<file path="config.mk">
export PLATFORM = sky130hd
export DESIGN_NAME = rst_clk_seq
export DESIGN_NICKNAME = d
export VERILOG_FILES = /design/src/rtl/rst_seq_pkg.sv /design/src/rtl/rsq_cause_dec.sv /design/src/rtl/rsq_stage_plan.sv /design/src/rtl/rsq_stage_timer.sv /design/src/rtl/rst_clk_seq.sv
export SDC_FILE = /design/constraint.sdc
export NUM_CORES = 1
export LEC_CHECK = 0
export BUFFER_PORTS_ARGS = -buffer_cell sky130_fd_sc_hd__buf_4
export CAP_MARGIN = 20
export CORE_MARGIN = 2
export CORE_UTILIZATION = 30
export DETAILED_ROUTE_END_ITERATION = 16
export GPL_TIMING_DRIVEN = 0
export PLACE_DENSITY_LB_ADDON = 0.08
export SYNTH_ARGS = -nofsm -noshare
export SYNTH_HDL_FRONTEND = slang
export SYNTH_SLANG_ARGS = --single-unit
export TNS_END_PERCENT = 50
</file>
<file path="constraint.sdc">
create_clock -name clk -period 2.1 [get_ports clk]
set_input_delay 0.42 -clock clk [delete_from_list [all_inputs] [get_ports clk]]
set_output_delay 0.42 -clock clk [all_outputs]
set_load 0.02 [all_outputs]
</file>
<file path="src/rtl/rst_seq_pkg.sv">
// Package: shared stage and clock-source codes for the reset sequencer.
// Assumes: the stage order is encoded so that a later stage has a larger code.
package rst_seq_pkg;

    typedef enum logic [2:0] {
        ST_HOLD   = 3'd0,
        ST_PWRUP  = 3'd1,
        ST_SETTLE = 3'd2,
        ST_XCOUNT = 3'd3,
        ST_LOCK   = 3'd4,
        ST_MONDLY = 3'd5,
        ST_RUN    = 3'd6
    } seq_state_e;

    typedef enum logic [2:0] {
        SRC_RCF     = 3'd0,
        SRC_RCF_PLL = 3'd1,
        SRC_PRI     = 3'd2,
        SRC_PRI_PLL = 3'd3,
        SRC_XT2     = 3'd4,
        SRC_RCS     = 3'd5,
        SRC_RCF_D16 = 3'd6,
        SRC_RCF_DN  = 3'd7
    } clk_src_e;

    // Crystal warm-up counting applies to the secondary crystal and to a crystal primary.
    function automatic logic needs_xcount(input logic [2:0] src, input logic prim_xtal);
        return (src == SRC_XT2) ||
               (prim_xtal && ((src == SRC_PRI) || (src == SRC_PRI_PLL)));
    endfunction

    // A PLL lock wait applies to the two sources routed through the PLL.
    function automatic logic needs_lock(input logic [2:0] src);
        return (src == SRC_RCF_PLL) || (src == SRC_PRI_PLL);
    endfunction

endpackage

</file>
<file path="src/rtl/rsq_cause_dec.sv">
// Module: sorts reset causes into cold and warm, and holds the active clock source.
// Assumes: cause inputs are one-cycle pulses already synchronised to clk.
module rsq_cause_dec (
    input  logic       clk,
    input  logic       rst_n,
    input  logic       por_p,
    input  logic       bor_p,
    input  logic       sw_rst_p,
    input  logic       ext_rst_p,
    input  logic [2:0] cfg_src,
    output logic       restart,
    output logic [2:0] clk_src
);
    logic cold;
    logic warm;
    logic [2:0] src_q;

    assign cold    = por_p | bor_p;
    assign warm    = sw_rst_p | ext_rst_p;
    assign restart = cold | warm;
    assign clk_src = src_q;

    // Active source: reloaded by reset or a cold cause, kept otherwise.
    always_ff @(posedge clk) begin
        if (!rst_n) begin
            src_q <= cfg_src;
        end else if (cold) begin
            src_q <= cfg_src;
        end
    end
endmodule

</file>
<file path="src/rtl/rsq_stage_plan.sv">
// Module: picks the stage that follows the current one, from the source code and the configuration.
// Assumes: purely combinational; the caller decides when to take the step.
module rsq_stage_plan
    import rst_seq_pkg::*;
(
    input  seq_state_e st,
    input  logic [2:0] src,
    input  logic       prim_xtal,
    input  logic       mon_cfg,
    output seq_state_e nxt
);
    seq_state_e after_osc;

    // Stage entered once the oscillator waits are over.
    always_comb after_osc = mon_cfg ? ST_MONDLY : ST_RUN;

    // Successor stage, skipping stages that do not apply to this source.
    always_comb begin
        unique case (st)
            ST_HOLD:   nxt = ST_PWRUP;
            ST_PWRUP:  nxt = ST_SETTLE;
            ST_SETTLE: nxt = needs_xcount(src, prim_xtal) ? ST_XCOUNT :
                             needs_lock(src) ? ST_LOCK : after_osc;
            ST_XCOUNT: nxt = needs_lock(src) ? ST_LOCK : after_osc;
            ST_LOCK:   nxt = after_osc;
            ST_MONDLY: nxt = ST_RUN;
            default:   nxt = ST_RUN;
        endcase
    end
endmodule

</file>
<file path="src/rtl/rsq_stage_timer.sv">
// Module: the reference-clock down-counter and the oscillator-tick counter used by the timed stages.
// Assumes: load is high on the edge that enters a stage; a stage of N cycles loads N-1.
module rsq_stage_timer #(
    parameter int CW         = 7,
    parameter int XTAL_TICKS = 1024,
    localparam int TW        = $clog2(XTAL_TICKS)
) (
    input  logic          clk,
    input  logic          rst_n,
    input  logic          load,
    input  logic [CW-1:0] load_val,
    input  logic          osc_tick,
    output logic          ref_done,
    output logic          tick_done
);
    localparam logic [TW-1:0] TICK_LAST = TW'(XTAL_TICKS - 1);

    logic [CW-1:0] cnt_q;
    logic [TW-1:0] tick_q;

    assign ref_done  = (cnt_q == '0);
    assign tick_done = osc_tick && (tick_q == TICK_LAST);

    // Reference-cycle countdown toward zero.
    always_ff @(posedge clk) begin
        if (!rst_n) begin
            cnt_q <= '0;
        end else if (load) begin
            cnt_q <= load_val;
        end else if (cnt_q != '0) begin
            cnt_q <= cnt_q - 1'b1;
        end
    end

    // Oscillator tick count, cleared on stage entry and saturating at its last value.
    always_ff @(posedge clk) begin
        if (!rst_n) begin
            tick_q <= '0;
        end else if (load) begin
            tick_q <= '0;
        end else if (osc_tick && (tick_q != TICK_LAST)) begin
            tick_q <= tick_q + 1'b1;
        end
    end
endmodule

</file>
<file path="src/rtl/rst_clk_seq.sv">
// Module: top of the reset-release and clock start-up sequencer.
// Assumes: configuration inputs are steady during a sequence; osc_tick is synchronised to clk.
module rst_clk_seq
    import rst_seq_pkg::*;
#(
    parameter int PUP_W       = 2,
    parameter int PUP_UNIT    = 16,
    parameter int SETTLE_FAST = 4,
    parameter int SETTLE_SLOW = 64,
    parameter int XTAL_TICKS  = 1024,
    parameter int LOCK_CYC    = 96,
    parameter int MON_CYC     = 8,
    parameter int ADDR_W      = 24,
    parameter logic [ADDR_W-1:0] BOOT_VEC = '0
) (
    input  logic              clk,
    input  logic              rst_n,
    input  logic              por_p,
    input  logic              bor_p,
    input  logic              sw_rst_p,
    input  logic              ext_rst_p,
    input  logic [2:0]        cfg_src,
    input  logic              prim_xtal,
    input  logic              mon_cfg,
    input  logic [PUP_W-1:0]  pup_sel,
    input  logic              osc_tick,
    output logic              core_rst,
    output logic [2:0]        clk_src,
    output logic              clk_rdy,
    output logic              boot_stb,
    output logic [ADDR_W-1:0] boot_addr,
    output logic              mon_en,
    output logic [2:0]        seq_state
);
    localparam int PUP_MAX = (2 ** PUP_W) * PUP_UNIT;
    localparam int M1      = (PUP_MAX > SETTLE_SLOW) ? PUP_MAX : SETTLE_SLOW;
    localparam int M2      = (M1 > SETTLE_FAST) ? M1 : SETTLE_FAST;
    localparam int M3      = (M2 > LOCK_CYC) ? M2 : LOCK_CYC;
    localparam int MAXC    = (M3 > MON_CYC) ? M3 : MON_CYC;
    localparam int CW      = $clog2(MAXC);

    seq_state_e    st_q;
    seq_state_e    st_nxt;
    seq_state_e    plan_nxt;
    logic          restart;
    logic          ref_done;
    logic          tick_done;
    logic          stage_done;
    logic          adv;
    logic          rdy_now;
    logic          boot_q;
    logic [CW-1:0] load_val;

    rsq_cause_dec u_cause (
        .clk       (clk),
        .rst_n     (rst_n),
        .por_p     (por_p),
        .bor_p     (bor_p),
        .sw_rst_p  (sw_rst_p),
        .ext_rst_p (ext_rst_p),
        .cfg_src   (cfg_src),
        .restart   (restart),
        .clk_src   (clk_src)
    );

    rsq_stage_plan u_plan (
        .st        (st_q),
        .src       (clk_src),
        .prim_xtal (prim_xtal),
        .mon_cfg   (mon_cfg),
        .nxt       (plan_nxt)
    );

    rsq_stage_timer #(
        .CW         (CW),
        .XTAL_TICKS (XTAL_TICKS)
    ) u_timer (
        .clk       (clk),
        .rst_n     (rst_n),
        .load      (adv),
        .load_val  (load_val),
        .osc_tick  (osc_tick),
        .ref_done  (ref_done),
        .tick_done (tick_done)
    );

    // Stage completion: hold takes one cycle, crystal count uses ticks, run never completes.
    always_comb begin
        unique case (st_q)
            ST_HOLD:                                  stage_done = 1'b1;
            ST_PWRUP, ST_SETTLE, ST_LOCK, ST_MONDLY:  stage_done = ref_done;
            ST_XCOUNT:                                stage_done = tick_done;
            default:                                  stage_done = 1'b0;
        endcase
    end

    // Counter reload for the stage about to be entered.
    always_comb begin
        unique case (plan_nxt)
            ST_PWRUP:  load_val = CW'((int'(pup_sel) + 1) * PUP_UNIT - 1);
            ST_SETTLE: load_val = (clk_src == SRC_RCS) ? CW'(SETTLE_SLOW - 1)
                                                       : CW'(SETTLE_FAST - 1);
            ST_LOCK:   load_val = CW'(LOCK_CYC - 1);
            ST_MONDLY: load_val = CW'(MON_CYC - 1);
            default:   load_val = '0;
        endcase
    end

    assign adv     = stage_done && !restart;
    assign rdy_now = (st_q == ST_MONDLY) || (st_q == ST_RUN);

    // Next stage: a cause always wins, otherwise step when the stage is done.
    always_comb st_nxt = restart ? ST_HOLD : (adv ? plan_nxt : st_q);

    // Stage register.
    always_ff @(posedge clk) begin
        if (!rst_n) begin
            st_q <= ST_HOLD;
        end else begin
            st_q <= st_nxt;
        end
    end

    // Boot strobe register: set on the step that first makes the clock ready.
    always_ff @(posedge clk) begin
        if (!rst_n) begin
            boot_q <= 1'b0;
        end else begin
            boot_q <= adv && !rdy_now &&
                      ((plan_nxt == ST_MONDLY) || (plan_nxt == ST_RUN));
        end
    end

    assign core_rst  = (st_q == ST_HOLD) || (st_q == ST_PWRUP);
    assign clk_rdy   = rdy_now;
    assign boot_stb  = boot_q;
    assign boot_addr = boot_q ? BOOT_VEC : '0;
    assign mon_en    = (st_q == ST_RUN) && mon_cfg;
    assign seq_state = st_q;
endmodule

</file>
==> results of run 1 <==
[routing by layer]
| metal | vias up | global-route usage | share of wire |
|---|---|---|---|
| li1 | 752 | - | - |
| met5 | - | 0 | 0 |
| met3 | 5 | 0.0349 | 0.054 |
| met4 | 0 | 0.0268 | 0.011 |
| met2 | 35 | 0.193 | 0.48 |
| met1 | 634 | 0.150 | 0.46 |
[critical path: cells and delay by family, from the launching register on]
family	cells	cell delay, ns
buffers and inverters	2	0.52
and+or+nand+nor	2	0.29
DFF	1	0.42
[per-stage QoR]
| step | setup WS [ns] | area [um2] | power, mW | std cells | hold WS (ns) |
|---|---|---|---|---|---|
| 2_1_floorplan | 0.357 | 1720 | 1.12 | 219 | 0.475 |
| 3_3_place_gp | 0.0177 | 1980 | 1.24 | 312 | 0.520 |
| 3_5_place_dp | 0.0440 | 1980 | 1.24 | 312 | 0.507 |
| 4_1_cts | 0.0349 | 2050 | 1.62 | 316 | 0.307 |
| 5_1_grt | 0.00646 | 2060 | 1.71 | 316 | 0.308 |
| 6_report | 0.182 | 2060 | 1.60 | 316 | 0.313 |
[sequential cells by signal, summed over array words and instances, names as in the netlist]
signal,cells
boot_stb,1
seq_state,3
u_cause.clk_src,3
u_timer.cnt_q,7
u_timer.tick_q,10
[cell type report]
type | count | area share
plain buffers | 29 | 0.101
flip-flops and latches | 24 | 0.248
repair buffers | 23 | 0.0838
inverters | 7 | 0.0128
multi-input cells | 159 | 0.480
well taps | 70 | 0.0425
clock buffers | 4 | 0.0322
[cell families after synthesis]
group,synth area share
simple gates,0.276
compound gates,0.147
buf+inv,0.143
flops,0.312
xor+xnor,0.0697
fa+ha+maj,0.0306
mux,0.0184
other cells,0.00229
[synth_stat cells (all sizes together), types with 4 or more instances]
library cell	count	share of area
xor2	8	0.043
inv	7	0.016
ha	4	0.031
nor2	21	0.048
nor4	5	0.019
nor3	11	0.041
dfxtp	21	0.26
a21oi	12	0.037
buf	27	0.12
nand2b	6	0.028
xnor2	5	0.027
nand2	14	0.032
nand4	5	0.023
o21ai	6	0.021
[timing repair]
item	4_1_cts	5_1_grt
resized for setup	0	2
setup endpoints to repair	0	12
setup buffers	0	0
[path summary, 6_finish.rpt]
check | slack, ns | from | endpoint
max | 0.18 | seq_state[1] | mon_en
min | 0.31 | cfg_src[1] | u_cause.clk_src[1]
max reg2reg | 0.19 | u_timer.cnt_q[0] | u_timer.cnt_q[6]
min reg2reg | 0.53 | u_timer.tick_q[8] | u_timer.tick_q[8]
[report_power, final]
group / leakage, nW / switching (mW) / internal [mW]
Clock: 0.0339 / 0.167 / 0.207
Combinational: 0.689 / 0.300 / 0.309
Sequential: 0.202 / 0.0830 / 0.533
Total: 0.925 / 0.550 / 1.05
==> impl_results.md, run 1 <==
* Outcome: complete, no violations
* Final period util at 0.913
* Initial Utilization at 0.316
* ANT nets after route at 0
* Site Rows at 26
* Total congestion overflow at 0
* CTS Buf Count at 3
* Crit path cell chain: buf_1, nand2_1, nor2_1, buf_4
* Worst reg2reg path depth at 8
* Post-synthesis sequential area ratio at 0.312
* DR WL/cell at 10.9 um
* Most frequent cells in the layout: buf_4 (47), conb_1 (24), nor2_1 (21), dfxtp_1 (21), nand2_1 (14)
* Post-Route WL at 3450 um
* Critical path launch point type: flip-flop
* Share of layout cells above drive strength 1 at 0.268
* H-tree depth at 1
* Max transition margin at 0.511
* Most common cell after layout, fill and taps aside: buf_4
* Syn_area_per_cell at 8.34 um2
* Vias in the first global route at 1233
* Final hold viol count at 0
* Die H at 77.8 um
* VDD IR max at 0.000326 V
* Post-DR vias/cell at 4.51
* FMAX at 521 MHz
* Power per standard cell area at 776 nW/um2
* P&R area growth vs syn at 26.1%
* Critical path required time at 1.68 ns
* Routability cong. at 0.786
* Port bufs at 23
* Clk root buf: clkbuf_8
* Gr usage total at 0.117
* Initial antenna violation count at 0
* First-pass GRT wire length at 5780 um
* Nets at 265
* Synthesized area at 1630 um2
* Mapped Cells at 196
* Clock transition at path regs at 0.10 ns
* Multi-input logic area at 990 um2
* Slowest stage cell, crit path: dfxtp_1
* Final Slew Violations at 0
* Post-synth cell types at 50
* Worst-Skew Late Latency at 0.27 ns
* Vias at 1426
* HPWL after detailed placement at 2680 um
* Setup TNS at 0 ns
* Total iterations of the first detailed-routing run at 4
* Setup Skew at 0.00457 ns
* Reg area at 510 um2
* Max Root-Sink Buffers at 2
* Leak pwr at 0.925 nW
* Num ports at 48
* N_diodes at 0
* DRT iter0 DRCs at 33
* Die Span X at 77.8 um
* Worst Max-Slew Pin Slew at 0.726 ns
* Final core occ at 0.398
* Synth Flop Type: dfxtp_1
* Yosys Warn Count at 0
* Crit path time final at 1.92 ns
* Final number of setup-violating endpoints at 0
* Crit path max fanout at 10
* CTS tree: built
* CP arrival at 1.50 ns
* Hold WC Path Type: primary input to flip-flop
* CP Class: flip-flop to output pin
* Ys async rst share at 0
* Die Area at 6050 um2
* Hold depth at 1
* Core ar. at 5170 um2
* Fill cells at 542
* Clock sink total at 24
* Crit. End Element: output pin
* DR DRC count at 0
* Largest stage delay, worst path at 0.42 ns
* Cts-stage hold buffer count at 0
* Max-cap violation count at 0
* Largest net degree at the start of global routing at 15
* Post-synth EDFFs at 3
* Yosys reg bits at 24
* RSZ-0062 raised after global routing: false
Power figures use the tool's default switching activity.
==> run 2: changes to the inputs <==
--- a/config.mk
+++ b/config.mk
@@ -11,7 +11,7 @@
 export CORE_UTILIZATION = 30
 export DETAILED_ROUTE_END_ITERATION = 16
 export GPL_TIMING_DRIVEN = 0
-export PLACE_DENSITY_LB_ADDON = 0.08
+export PLACE_DENSITY_LB_ADDON = 0.15
 export SYNTH_ARGS = -nofsm -noshare
 export SYNTH_HDL_FRONTEND = slang
 export SYNTH_SLANG_ARGS = --single-unit
==> run 2 against run 1 <==
Routed wire length fell by 1.4%. Combinational power barely moved. Sequential power barely moved. Die area did not move. Non-clock buffer count did not move. Critical endpoint is now u_timer.cnt_q[6]. Register-to-register slack got worse by 0.03 ns. Clock power barely moved. Via count fell by 2.6%. Maximum frequency fell by 0.89%. Count of clock-buffer cells in the layout did not move.
==> impl_results.md, run 2 (same netlist as run 1, synthesis figures left out) <==
* Outcome: complete, no violations
* Cts-stage hold buffer count at 0
* CP Class: flip-flop to flip-flop
* Nets at 265
* Seq pwr share at 0.386
* Internal Pwr Total at 1.05 mW
* N_diodes at 0
* Vias in the first global route at 1244
* Total iterations of the first detailed-routing run at 4
* Hold depth at 1
* Total congestion overflow at 0
* DR WL/cell at 10.8 um
* P&R area growth vs syn at 26.1%
* Setup Skew at 0.00410 ns
* Clock share of power at 0.233
* Final Slew Violations at 0
* Die Span X at 77.8 um
* Clk root buf: clkbuf_8
* Worst slack, placed at 0.0744 ns
* Leak pwr at 0.925 nW
* Die Area at 6050 um2
* Post-CTS Repair Setup Buffers at 0
* Final setup margin at 0.165 ns
* Clock transition at path regs at 0.09 ns
* FMAX at 517 MHz
* VDD IR max at 0.000340 V
* Reg2reg setup slack at 0.16 ns
* Post-DR vias/cell at 4.40
* Max Root-Sink Buffers at 2
* Worst-Skew Late Latency at 0.27 ns
* RSZ-0062 raised after global routing: false
* H-tree depth at 1
* Critical path launch point type: flip-flop
* Max-cap violation count at 0
* Die H at 77.8 um
* Worst Max-Slew Pin Slew at 0.804 ns
* CTS tree: built
* Metal3 WL at 163 um
* CP arrival at 2.14 ns
* Post-Route WL at 3400 um
* CTS Buf Count at 3
* Gr usage total at 0.117
* DR DRC count at 0
* Crit path max fanout at 10
* Initial antenna violation count at 0
* Share of layout cells above drive strength 1 at 0.268
* DR top layer: met4
* HPWL after detailed placement at 2670 um
* Num ports at 48
* Routability cong. at 0.817
* M1 WL at 1590 um
* Largest registers: u_timer.tick_q: 10 flops, u_timer.cnt_q: 7 flops
* Power per standard cell area at 776 nW/um2
* Initial Utilization at 0.316
* DRT iter0 DRCs at 15
* DR WL met2 at 1620 um
* Final hold viol count at 0
* Site Rows at 26
* First-pass GRT wire length at 5790 um
* Core ar. at 5170 um2
* Most common cell after layout, fill and taps aside: buf_4
* Setup TNS at 0 ns
* Vias at 1389
* Most frequent cells in the layout: buf_4 (47), conb_1 (24), nor2_1 (21), dfxtp_1 (21), nand2_1 (14)
* Critical path required time at 2.31 ns
* Max FFs per register at 10
* Largest Register: u_timer.tick_q
* ANT nets after route at 0
* NetSw at 549 uW
* Crit. End Element: flip-flop
* Port bufs at 23
* Final number of setup-violating endpoints at 0
* Max transition margin at 0.459
* Largest net degree at the start of global routing at 15
* Switching Share at 0.344
* Hold WC Path Type: primary input to flip-flop
* Crit path time final at 1.94 ns
* Clock sink total at 24
* Final period util at 0.921
* Logic pwr share at 0.381
* Worst reg2reg path depth at 8
-- run 2: stage by stage --
step / total power, mW / hold slack, ns / std cells / cell area, um2 / utilization
after floorplan: 1.12 / 0.475 / 219 / 1720 / -
final: 1.60 / 0.315 / 316 / 2060 / 0.398
after detailed placement: 1.24 / 0.521 / 312 / 1980 / 0.383
after CTS: 1.62 / 0.307 / 316 / 2050 / 0.396
after global placement: 1.24 / 0.509 / 312 / 1980 / 0.383
after global routing: 1.73 / 0.310 / 316 / 2060 / 0.398
-- run 2: path summary, 6_finish.rpt --
check / from / to
worst max-delay path: u_timer.cnt_q[0] / u_timer.cnt_q[6]
worst min-delay path: cfg_src[1] / u_cause.clk_src[1]
worst max register to register: u_timer.cnt_q[0] / u_timer.cnt_q[6]
worst min register to register: u_timer.tick_q[8] / u_timer.tick_q[8]
-- run 2: repair_timing --
action | 4_1_cts | 5_1_grt
endpoints found under the hold margin | 0 | 0
gates resized for setup | 0 | 2
setup endpoints to repair | 0 | 12
-- run 2: worst max-delay path, stage by stage (launching register included) --
cell	delay (ns)
dfxtp_1	0.34
inv_1	0.09
ha_1	0.24
nor3b_4	0.25
a21oi_1	0.12
o21a_2	0.24
buf_6	0.14
or3_1	0.34
a21oi_1	0.13
-- run 2: power groups by stage --
| stage | clock network (mW) | logic, mW | registers (mW) |
|---|---|---|---|
| 3_3_place_gp | 0 | 0.608 | 0.627 |
| 6_report | 0.372 | 0.609 | 0.618 |
| 3_5_place_dp | 0 | 0.614 | 0.626 |
| 5_1_grt | 0.401 | 0.699 | 0.631 |
| 4_1_cts | 0.385 | 0.615 | 0.618 |
| 2_1_floorplan | 0 | 0.505 | 0.619 |
-- run 2: metal layers --
metal	vias to the layer above	global-route usage
met5	-	0
met3	5	0.0244
met2	33	0.197
li1	755	-
met4	0	0.0214
met1	596	0.155
-- run 2: cell type report --
| type | count | area (um2) |
|---|---|---|
| multi-input cells | 159 | 990 |
| fillers | 538 | 3110 |
| clock buffers | 4 | 66.3 |
| repair buffers | 23 | 173 |
| flip-flops and latches | 24 | 510 |
| inverters | 7 | 26.3 |
| well taps | 70 | 87.6 |
| plain buffers | 29 | 208 |
==> run 3: changes to the inputs <==
--- a/config.mk
+++ b/config.mk
@@ -5,6 +5,7 @@
 export SDC_FILE = /design/constraint.sdc
 export NUM_CORES = 1
 export LEC_CHECK = 0
+export ABC_AREA = 1
 export BUFFER_PORTS_ARGS = -buffer_cell sky130_fd_sc_hd__buf_4
 export CAP_MARGIN = 20
 export CORE_MARGIN = 2
@@ -12,6 +13,7 @@
 export DETAILED_ROUTE_END_ITERATION = 16
 export GPL_TIMING_DRIVEN = 0
 export PLACE_DENSITY_LB_ADDON = 0.15
+export SLEW_MARGIN = 20
 export SYNTH_ARGS = -nofsm -noshare
 export SYNTH_HDL_FRONTEND = slang
 export SYNTH_SLANG_ARGS = --single-unit
==> run 3 against run 2 <==
Global-route usage fell by 0.19 points. Maximum frequency rose by 8.2%. Sequential share of layout area fell by 1.1 points. Count of clock-buffer cells in the layout did not move. Core utilization fell by 1.2 points. Worst setup slack improved by 0.15 ns. Largest cell class unchanged.
==> impl_results.md, run 3 <==
* RSZ-0062 raised after global routing: false
* Initial antenna violation count at 0
* Final hold viol count at 0
* Syn_area_per_cell at 6.80 um2
* Largest stage delay, worst path at 0.52 ns
* Worst path top cell family by delay: flip-flops
* Crit path max fanout at 7
* Worst Setup SP: seq_state[2]
* Final number of setup-violating endpoints at 0
* Clock sink total at 24
* H-tree depth at 1
* Buf/Inv on CP at 2
* Core ar. at 5570 um2
* Final setup margin at 0.312 ns
* Clock transition at path regs at 0.09 ns
* Num ports at 48
* Most common cell after layout, fill and taps aside: nand2_1
* Post-synth EDFFs at 3
* Max FFs per register at 10
* WP depth at 4
* Critical path launch point type: flip-flop
* Post-synthesis sequential area ratio at 0.292
* Vias at 1560
* VDD IR max at 0.000345 V
* Cts repair resizes at 0
* Post-Route WL at 3530 um
* CTS Buf Count at 3
* DR DRC count at 0
* Initial Utilization at 0.314
* ANT nets after route at 0
* Largest Register: u_timer.tick_q
* Max-cap violation count at 0
* CTS tree: built
* Crit path time final at 1.79 ns
* Hold depth at 1
* Share of layout cells above drive strength 1 at 0.238
* Gr usage total at 0.115
* Design area at 2150 um2
* N_diodes at 0
* Synthesized area at 1750 um2
* Post-layout total power at 1.46 mW
* Placed cell count at 375
* CP arrival at 1.37 ns
* Total congestion overflow at 0
* DP Area at 2100 um2
* Crit. End Element: output pin
* Post-DR vias/cell at 4.12
* Port bufs at 23
* Site Rows at 27
* Final period util at 0.851
* Setup TNS at 0 ns
* Share of the synthesized area in the top cell type at 0.241
* Cts-stage hold buffer count at 0
* DRT iter0 DRCs at 49
* DR WL/cell at 9.30 um
* CP Class: flip-flop to output pin
* Crit path cell chain: inv_2, nor2_1, o21a_1, buf_4
* Nets at 326
* Die Area at 6450 um2
* Leak pwr at 1.04 nW
* FMAX at 559 MHz
* Die H at 80.3 um
* Power per standard cell area at 680 nW/um2
* FF-to-FF End: seq_state[1]
* Post-CTS Repair Setup Buffers at 0
* Final Slew Violations at 0
* Largest net degree at the start of global routing at 14
* Post-route insts no fill at 379
* CP endpoint: clk_rdy
* Post-synth top cells: nand2_1 (57), inv_1 (31), nor2_1 (27)
* Area contributors post-synth: dfxtp_1 (24%), nand2_1 (12%), buf_4 (10%)
* Most frequent cells in the layout: nand2_1 (57), buf_4 (47), inv_1 (31)
* Post-synth cell types at 31
* Critical path required time at 1.68 ns
* Yosys reg bits at 24
* Yosys Warn Count at 0
* R2R Path Start: u_timer.cnt_q[0]
* Synth Flop Type: dfxtp_1
* Top-count cell post-synth: nand2_1
* Total iterations of the first detailed-routing run at 4
* Outcome: complete, no violations
* HPWL after detailed placement at 2830 um
* Worst-Skew Late Latency at 0.27 ns
* Slowest stage cell, crit path: dfxtp_1
* Routability cong. at 0.804
* Setup Skew at 0.00283 ns
* Die Span X at 80.3 um
* P&R area growth vs syn at 23.1%
* Mapped Cells at 257
* Worst reg2reg path depth at 12
* Vias in the first global route at 1352
* Largest registers: u_timer.tick_q: 10 flops, u_timer.cnt_q: 7 flops
* Worst slack, placed at 0.360 ns
* Reg2reg setup slack at 0.38 ns
* Clk root buf: clkbuf_8
* Post-synth top area cell: dfxtp_1
* Hold WC Path Type: primary input to flip-flop
* Ys async rst share at 0
* First-pass GRT wire length at 5850 um
* Max Root-Sink Buffers at 2
run 3: changes by cell type in the layout (fill, tap and decap cells not counted), sizes merged, moves of 9 or more:
cell   delta
nand2    +49
inv      +28
nand3    +18
nor2      +9
run 3: cell type report:
type | count | area [um2]
inverter | 36 | 140
tap | 72 | 90.1
clock buffer | 4 | 55.1
timing repair buffer | 23 | 173
buffer | 26 | 206
sequential | 24 | 510
multi-input combinational | 194 | 977
fill | 619 | 3420
run 3: how the worst min path moves through the flow:
stage                 startpoint            endpoint
2_1_floorplan  u_timer.tick_q[9]   u_timer.tick_q[9]
3_5_place_dp   u_timer.tick_q[9]   u_timer.tick_q[9]
3_3_place_gp   u_timer.tick_q[9]   u_timer.tick_q[9]
5_1_grt               cfg_src[2]  u_cause.clk_src[2]
6_report              cfg_src[0]  u_cause.clk_src[0]
4_1_cts               cfg_src[2]  u_cause.clk_src[2]
run 3: where the power goes:
group	switching (mW)	leakage [nW]	total, mW	internal (mW)
sequential	0.0342	0.202	0.560	0.526
combinational	0.342	0.806	0.577	0.235
clock	0.158	0.0288	0.326	0.168
run 3: routing by layer:
metal,wire length (um),track usage,share of wire
met1,1700,0.142,0.48
met2,1570,0.194,0.45
met3,210,0.0348,0.060
met4,38,0.0305,0.011
met5,0,0,0
run 3: cell families after synthesis:
group,synth area share
compound gates,0.110
simple gates,0.329
flops,0.292
other cells,0.00215
fa+ha+maj,0.0286
buf+inv,0.198
xor+xnor,0.0401
run 3: stage by stage:
step,util,hold WS (ns)
finish,0.386,0.322
global route,0.386,0.301
CTS,0.386,0.311
detailed placement,0.376,0.466
global placement,0.376,0.455
floorplan,-,0.445
